==> src/rtl/cfs_pkg.sv <==
package cfs_pkg;
  localparam int unsigned REG_ADDR_W = 8;
  localparam int unsigned REG_DATA_W = 32;

  localparam logic [REG_ADDR_W-1:0] OFS_INTERVAL = 8'h90;
  localparam logic [REG_ADDR_W-1:0] OFS_ACC_LIVE = 8'h94;
  localparam logic [REG_ADDR_W-1:0] OFS_FIFO_PK  = 8'h98;
  localparam logic [REG_ADDR_W-1:0] OFS_PIX_PK   = 8'h9C;

  localparam int unsigned ACC_LSB = 24;
  localparam int unsigned PIX_LSB = 16;
endpackage

==> src/rtl/cfs_rst_sync.sv <==
module cfs_rst_sync #(
  parameter int unsigned STAGES = 2
) (
  input  logic clk,
  input  logic rst_n,
  output logic rst_q_n
);
  logic [STAGES-1:0] sync_q;
  logic [STAGES-1:0] sync_d;

  always_comb begin
    sync_d = {sync_q[STAGES-2:0], 1'b1};
  end

  always_ff @(posedge clk or negedge rst_n) begin
    if (!rst_n) sync_q <= '0;
    else        sync_q <= sync_d;
  end

  assign rst_q_n = sync_q[STAGES-1];
endmodule

==> src/rtl/cfs_interval_ctr.sv <==
module cfs_interval_ctr #(
  parameter int unsigned CNT_W = 24,
  parameter int unsigned ACC_W = 8
) (
  input  logic             clk,
  input  logic             rst_n,
  input  logic             ref_tick,
  input  logic             frame_evt,
  input  logic             acc_clr,
  output logic [CNT_W-1:0] live_q,
  output logic [CNT_W-1:0] interval_q,
  output logic [ACC_W-1:0] acc_q
);
  localparam logic [CNT_W-1:0] CNT_MAX = {CNT_W{1'b1}};
  localparam logic [ACC_W-1:0] ACC_MAX = {ACC_W{1'b1}};
  localparam logic [ACC_W-1:0] ACC_ONE = {{(ACC_W-1){1'b0}}, 1'b1};

  logic [CNT_W-1:0] live_d;
  logic             live_en;
  logic [ACC_W-1:0] acc_d;
  logic             acc_en;

  always_comb begin
    live_en = frame_evt | (ref_tick & (live_q != CNT_MAX));
    live_d  = frame_evt ? '0 : live_q + 1'b1;
  end

  always_comb begin
    acc_en = 1'b1;
    if (frame_evt && acc_clr)    acc_d = ACC_ONE;
    else if (acc_clr)            acc_d = '0;
    else if (frame_evt && (acc_q != ACC_MAX)) acc_d = acc_q + 1'b1;
    else begin
      acc_d  = acc_q;
      acc_en = 1'b0;
    end
  end

  always_ff @(posedge clk or negedge rst_n) begin
    if (!rst_n)       live_q <= '0;
    else if (live_en) live_q <= live_d;
  end

  always_ff @(posedge clk or negedge rst_n) begin
    if (!rst_n)         interval_q <= '0;
    else if (frame_evt) interval_q <= live_q;
  end

  always_ff @(posedge clk or negedge rst_n) begin
    if (!rst_n)      acc_q <= '0;
    else if (acc_en) acc_q <= acc_d;
  end
endmodule

==> src/rtl/cfs_peak_hold.sv <==
module cfs_peak_hold #(
  parameter int unsigned W = 12
) (
  input  logic         clk,
  input  logic         rst_n,
  input  logic         frame_evt,
  input  logic [W-1:0] smp,
  output logic [W-1:0] run_q,
  output logic [W-1:0] held_q
);
  logic [W-1:0] peak;
  logic [W-1:0] run_d;

  always_comb begin
    peak  = (smp > run_q) ? smp : run_q;
    run_d = frame_evt ? '0 : peak;
  end

  always_ff @(posedge clk or negedge rst_n) begin
    if (!rst_n) run_q <= '0;
    else        run_q <= run_d;
  end

  always_ff @(posedge clk or negedge rst_n) begin
    if (!rst_n)         held_q <= '0;
    else if (frame_evt) held_q <= peak;
  end
endmodule

==> src/rtl/cfs_line_ctr.sv <==
module cfs_line_ctr #(
  parameter int unsigned W = 15
) (
  input  logic         clk,
  input  logic         rst_n,
  input  logic         line_valid,
  input  logic         pix_tick,
  output logic [W-1:0] cnt_q,
  output logic [W-1:0] cnt_d
);
  localparam logic [W-1:0] CNT_MAX = {W{1'b1}};

  always_comb begin
    if (!line_valid)                        cnt_d = '0;
    else if (pix_tick && (cnt_q != CNT_MAX)) cnt_d = cnt_q + 1'b1;
    else                                    cnt_d = cnt_q;
  end

  always_ff @(posedge clk or negedge rst_n) begin
    if (!rst_n) cnt_q <= '0;
    else        cnt_q <= cnt_d;
  end
endmodule

==> src/rtl/cfs_reg_read.sv <==
module cfs_reg_read
  import cfs_pkg::*;
#(
  parameter int unsigned CNT_W  = 24,
  parameter int unsigned ACC_W  = 8,
  parameter int unsigned FIFO_W = 12,
  parameter int unsigned PIX_W  = 15
) (
  input  logic [REG_ADDR_W-1:0] addr,
  input  logic [CNT_W-1:0]      interval,
  input  logic [CNT_W-1:0]      live,
  input  logic [ACC_W-1:0]      acc,
  input  logic [FIFO_W-1:0]     fifo_pk,
  input  logic [PIX_W-1:0]      pix_pk,
  output logic [REG_DATA_W-1:0] rdata
);
  always_comb begin
    rdata = '0;
    unique case (addr)
      OFS_INTERVAL: rdata[CNT_W-1:0] = interval;
      OFS_ACC_LIVE: begin
        rdata[CNT_W-1:0]           = live;
        rdata[ACC_LSB +: ACC_W]    = acc;
      end
      OFS_FIFO_PK:  rdata[FIFO_W-1:0] = fifo_pk;
      OFS_PIX_PK:   rdata[PIX_LSB +: PIX_W] = pix_pk;
      default:      rdata = '0;
    endcase
  end
endmodule

==> src/rtl/cam_frame_stats.sv <==
module cam_frame_stats
  import cfs_pkg::*;
#(
  parameter int unsigned CNT_W  = 24,
  parameter int unsigned ACC_W  = 8,
  parameter int unsigned FIFO_W = 12,
  parameter int unsigned PIX_W  = 15
) (
  input  logic              clk,
  input  logic              rst_n,
  input  logic              ref_tick,
  input  logic              frame_evt,
  input  logic              line_valid,
  input  logic              pix_tick,
  input  logic [FIFO_W-1:0] fifo_level,
  input  logic              reg_wr,
  input  logic [7:0]        reg_addr,
  input  logic [31:0]       reg_wdata,
  output logic [31:0]       reg_rdata
);
  logic              rst_q_n;
  logic              acc_clr;
  logic [CNT_W-1:0]  live_cnt;
  logic [CNT_W-1:0]  interval;
  logic [ACC_W-1:0]  acc;
  logic [FIFO_W-1:0] fifo_run;
  logic [FIFO_W-1:0] fifo_pk;
  logic [PIX_W-1:0]  line_cnt;
  logic [PIX_W-1:0]  line_cnt_d;
  logic [PIX_W-1:0]  pix_run;
  logic [PIX_W-1:0]  pix_pk;

  assign acc_clr = reg_wr && (reg_addr == OFS_ACC_LIVE) && (reg_wdata == '0);

  cfs_rst_sync #(.STAGES(2)) rst_sync_i (
    .clk(clk), .rst_n(rst_n), .rst_q_n(rst_q_n)
  );

  cfs_interval_ctr #(.CNT_W(CNT_W), .ACC_W(ACC_W)) ival_i (
    .clk(clk), .rst_n(rst_q_n), .ref_tick(ref_tick), .frame_evt(frame_evt),
    .acc_clr(acc_clr), .live_q(live_cnt), .interval_q(interval), .acc_q(acc)
  );

  cfs_peak_hold #(.W(FIFO_W)) fifo_pk_i (
    .clk(clk), .rst_n(rst_q_n), .frame_evt(frame_evt), .smp(fifo_level),
    .run_q(fifo_run), .held_q(fifo_pk)
  );

  cfs_line_ctr #(.W(PIX_W)) line_i (
    .clk(clk), .rst_n(rst_q_n), .line_valid(line_valid), .pix_tick(pix_tick),
    .cnt_q(line_cnt), .cnt_d(line_cnt_d)
  );

  cfs_peak_hold #(.W(PIX_W)) pix_pk_i (
    .clk(clk), .rst_n(rst_q_n), .frame_evt(frame_evt), .smp(line_cnt_d),
    .run_q(pix_run), .held_q(pix_pk)
  );

  cfs_reg_read #(.CNT_W(CNT_W), .ACC_W(ACC_W), .FIFO_W(FIFO_W), .PIX_W(PIX_W)) rd_i (
    .addr(reg_addr), .interval(interval), .live(live_cnt), .acc(acc),
    .fifo_pk(fifo_pk), .pix_pk(pix_pk), .rdata(reg_rdata)
  );
endmodule

==> config.mk <==
export PLATFORM = sky130hd
export DESIGN_NAME = cam_frame_stats
export DESIGN_NICKNAME = d
export VERILOG_FILES = /design/src/rtl/cfs_pkg.sv /design/src/rtl/cfs_rst_sync.sv /design/src/rtl/cfs_interval_ctr.sv /design/src/rtl/cfs_peak_hold.sv /design/src/rtl/cfs_line_ctr.sv /design/src/rtl/cfs_reg_read.sv /design/src/rtl/cam_frame_stats.sv
export SDC_FILE = /design/constraint.sdc
export NUM_CORES = 1
export LEC_CHECK = 0
export CAP_MARGIN = 10
export CORE_AREA = 10 10 166 168
export CTS_BUF_LIST = sky130_fd_sc_hd__clkbuf_8
export CTS_CLUSTER_SIZE = 20
export DETAILED_ROUTE_END_ITERATION = 16
export DIE_AREA = 0 0 176 178
export REMOVE_ABC_BUFFERS = 1
export SYNTH_ARGS = -nofsm -noshare
export SYNTH_HDL_FRONTEND = slang
export SYNTH_SLANG_ARGS = --single-unit
export TNS_END_PERCENT = 1
==> constraint.sdc <==
create_clock -name clk -period 5.1 [get_ports clk]
set_clock_uncertainty 0.2 [all_clocks]
set_input_delay 1.53 -clock clk [delete_from_list [all_inputs] [get_ports clk]]
set_output_delay 1.53 -clock clk [all_outputs]
set_load 0.01 [all_outputs]
==> run metrics <==
status finished, final reports clean; Critical Path Start reg_addr[6]; CP required about 3.4 ns; multiplexer share of the synthesized area 0.1087; worst skew pair latency between 0.4 and 0.5 ns; max-slew violation count 0; IO Port Bufs 90; RSZ-0062 raised after global routing false; Post-DP Area about 0.0092 sq mm; Total Power 2.531 mW; Switching Fraction 0.2939; Layout Utilization 0.3987; number of top-level pins approximately 90; Internal Pwr Total between 1.5 and 2 mW; # setup viols final 0; area delta synth->final 25.56%; Compound-Gate Fraction of Synth Area 0.1564; Reg-to-Reg Start line_i.cnt_q[4]; DIE HEIGHT 178 microns; Nets ~1000; FF+latch area approximately 0.0032 sq mm; WP data arrival 3.25 ns; Core Region 0.02411 sq mm; CP startpoint kind input port; Final Hold Fails 0; Die Wd about 180 microns; Crit Path Max Fanout 2; Initial Utilization 0.3176; H-Tree Depth 4; min-delay worst type reg -> reg; WS Path Type in -> out; share of cells above drive strength 1 0.1327; Max Cap Violations 0; fill count 2415; pin count of the biggest net entering global routing 66; Pleak 4.447 nW; number of synthesis warnings 0; Post-synth EDFFs 0; fin worst setup slack 0.1163 ns; TritonCTS Sinks around 130; end point of the critical path reg_rdata[31]; worst reg-to-reg setup slack 1.24 ns; Net Switching roughly 740 uW; Post-DRT Antenna Nets 0; fmax around 0.20 GHz; synthesized-area fraction occupied by adder cells 0.04904; Avg Inst Size Synth 9.135 sq um; reg-to-reg endpoint pix_pk_i.held_q[14]; Clk pin slew, worst setup/hold paths approximately 0.08 ns; Cells after Synth roughly 840; XOR/XNOR Fraction of Synth Area 0.01945; Place WS -0.1179 ns; Wirelength per Cell roughly 16 microns; die footprint around 0.031 sq mm; register bit total from synthesis 127; Longest Clk Path Bufs 2; Cell variety after synth 63; total CTS buffers 17; footprint of the multi-input gates 0.004134 sq mm; minimum clock period approximately 5 ns; Max IR drop VDD 124.1 uV; DR pass1 iterations 6; grt total ovfl 0; Primary FF master, synth dfrtp_1; Initial DRC Count 386; Worst setup EP type output port; first-pass GRT wire length 34720 microns; Hold Slack between 0.15 and 0.2 ns; final worst-path cycle share 0.9772; proportion of power drawn by the clock network 0.364; gp weighted congestion between 0.8 and 0.9; ANT cells 0; register area share after synthesis 0.4152; post-synthesis cell area around 0.0077 sq mm; DR DRC count 0; register share of total power 0.448; Detailed Route WL approximately 21000 microns; GRT Overall Usage 0.1364; CTS Root Cell clkbuf_8; Worst-Margin Slew ~1 ns; HPWL after DPL roughly 15000 microns; Comb pwr share 0.188; Synth Area in Simple Gates 0.2040; largest family of logic cells by synthesized area simple AND/OR/NAND/NOR gates; vias per cell 5.109; antenna violations before repair 0; CTS tree done; Power Density around 260 mW/mm^2; vias in the first global route 6607; R2R cell count 11; num rows 57; design area about 0.0096 sq mm; Vias between 6000 and 7000; asr flop ratio synth 1.000; max_slew headroom 0.3056
==> sequential cells by signal (all words and copies together), names as in the netlist <==
name	count
fifo_pk_i.run_q	12
ival_i.acc_q	8
ival_i.live_q	24
ival_i.interval_q	24
fifo_pk_i.held_q	12
pix_pk_i.held_q	15
pix_pk_i.run_q	15
rst_sync_i.sync_q	2
line_i.cnt_q	15
==> worst max-delay path, cell delays in order <==
cell,delay [ns]
clkdlybuf4s50_1,0.42
nor4b_2,0.28
buf_4,0.15
buf_4,0.10
nand4b_1,0.12
nor2_1,0.11
clkdlybuf4s50_1,0.55
==> power by group through the flow <==
stage	clock network, mW	logic [mW]	registers [mW]
4_1_cts	0.945	0.481	1.13
5_1_grt	0.996	0.527	1.15
3_3_place_gp	0	0.474	1.15
3_5_place_dp	0	0.477	1.15
2_1_floorplan	0	0.254	1.14
6_report	0.922	0.475	1.13
==> worst min path at each step <==
stage | cells after the start | slack [ns] | endpoint | startpoint
3_5_place_dp | 0 | 0.14 | rst_sync_i.sync_q[1] | rst_sync_i.sync_q[0]
2_1_floorplan | 0 | 0.13 | rst_sync_i.sync_q[1] | rst_sync_i.sync_q[0]
3_3_place_gp | 0 | 0.14 | rst_sync_i.sync_q[1] | rst_sync_i.sync_q[0]
6_report | 0 | 0.16 | rst_sync_i.sync_q[1] | rst_sync_i.sync_q[0]
5_1_grt | 0 | 0.16 | rst_sync_i.sync_q[1] | rst_sync_i.sync_q[0]
4_1_cts | 0 | 0.16 | rst_sync_i.sync_q[1] | rst_sync_i.sync_q[0]
==> cells in the mapped netlist, types with 18 or more instances <==
cell,n,area share
ha_1,30,0.049
nand4_1,19,0.016
mux2i_1,55,0.072
nand2_1,76,0.037
mux2_2,24,0.035
dfrtp_1,127,0.42
or3_1,18,0.015
clkbuf_1,46,0.023
nor2_1,109,0.053
nand3_1,31,0.020
a21oi_1,38,0.025
inv_1,39,0.019
==> cells in the final DEF (no fill, tap or decap), drive strengths merged, types with 4 or more instances in the layout <==
master,instances
dfrtp,127
nor2,109
nand2,76
clkdlybuf4s50,56
mux2i,55
buf,53
inv,41
a21oi,39
nand3,32
ha,30
mux2,25
o21ai,24
clkbuf,22
nand4,20
or3,18
dlymetal6s2s,18
a31oi,17
nor4,15
a221oi,13
dlygate4sd2,13
xnor2,12
o31ai,11
o211ai,11
nor3,11
o2111ai,11
and3,10
a2bb2oi,10
or4,7
a211oi,6
a22o,5
and4,5
xor2,5
or2,5
clkinv,5
o21a,4
o41ai,4
==> logic make-up (layout without fill, tap and decap cells) <==
kind of cell	count (synthesis)	in the layout
buf+inv	92	211
simple gates	320	320
flops	127	127
xor+xnor	17	17
other cells	1	1
fa+ha+maj	30	30
mux	80	80
compound gates	171	171
==> routing by layer <==
| layer | vias up | track usage | wire length, microns |
|---|---|---|---|
| met1 | 3138 | 0.1726 | 9658 |
| met5 | - | 0 | 0 |
| li1 | 3268 | - | - |
| met2 | 113 | 0.2280 | 10110 |
| met4 | 0 | 0.04309 | 324 |
| met3 | 25 | 0.02918 | 696 |
==> what timing repair did <==
| item | in CTS | in global routing |
|---|---|---|
| hold buffers | 0 | 0 |
| endpoints found under the hold margin | 0 | 0 |
| resized for setup | 15 | 18 |
| setup endpoints to repair | 26 | 18 |
| buffers inserted | 0 | 0 |
==> cell type report <==
cell class	instances	area share
clock buffers	22	0.03150
inverters	39	0.01523
multi-input cells	619	0.4301
clock inverters	10	0.01159
well taps	324	0.04218
repair buffers	140	0.1384
flip-flops and latches	127	0.3310
==> stage by stage <==
step,TNS (ns),instances
6_report,0,1281
5_1_grt,0,1281
4_1_cts,0,1281
3_5_place_dp,-1.349,1249
3_3_place_gp,-0.4737,1249
2_1_floorplan,0,785
No activity file was read; power rests on OpenSTA's default activity.
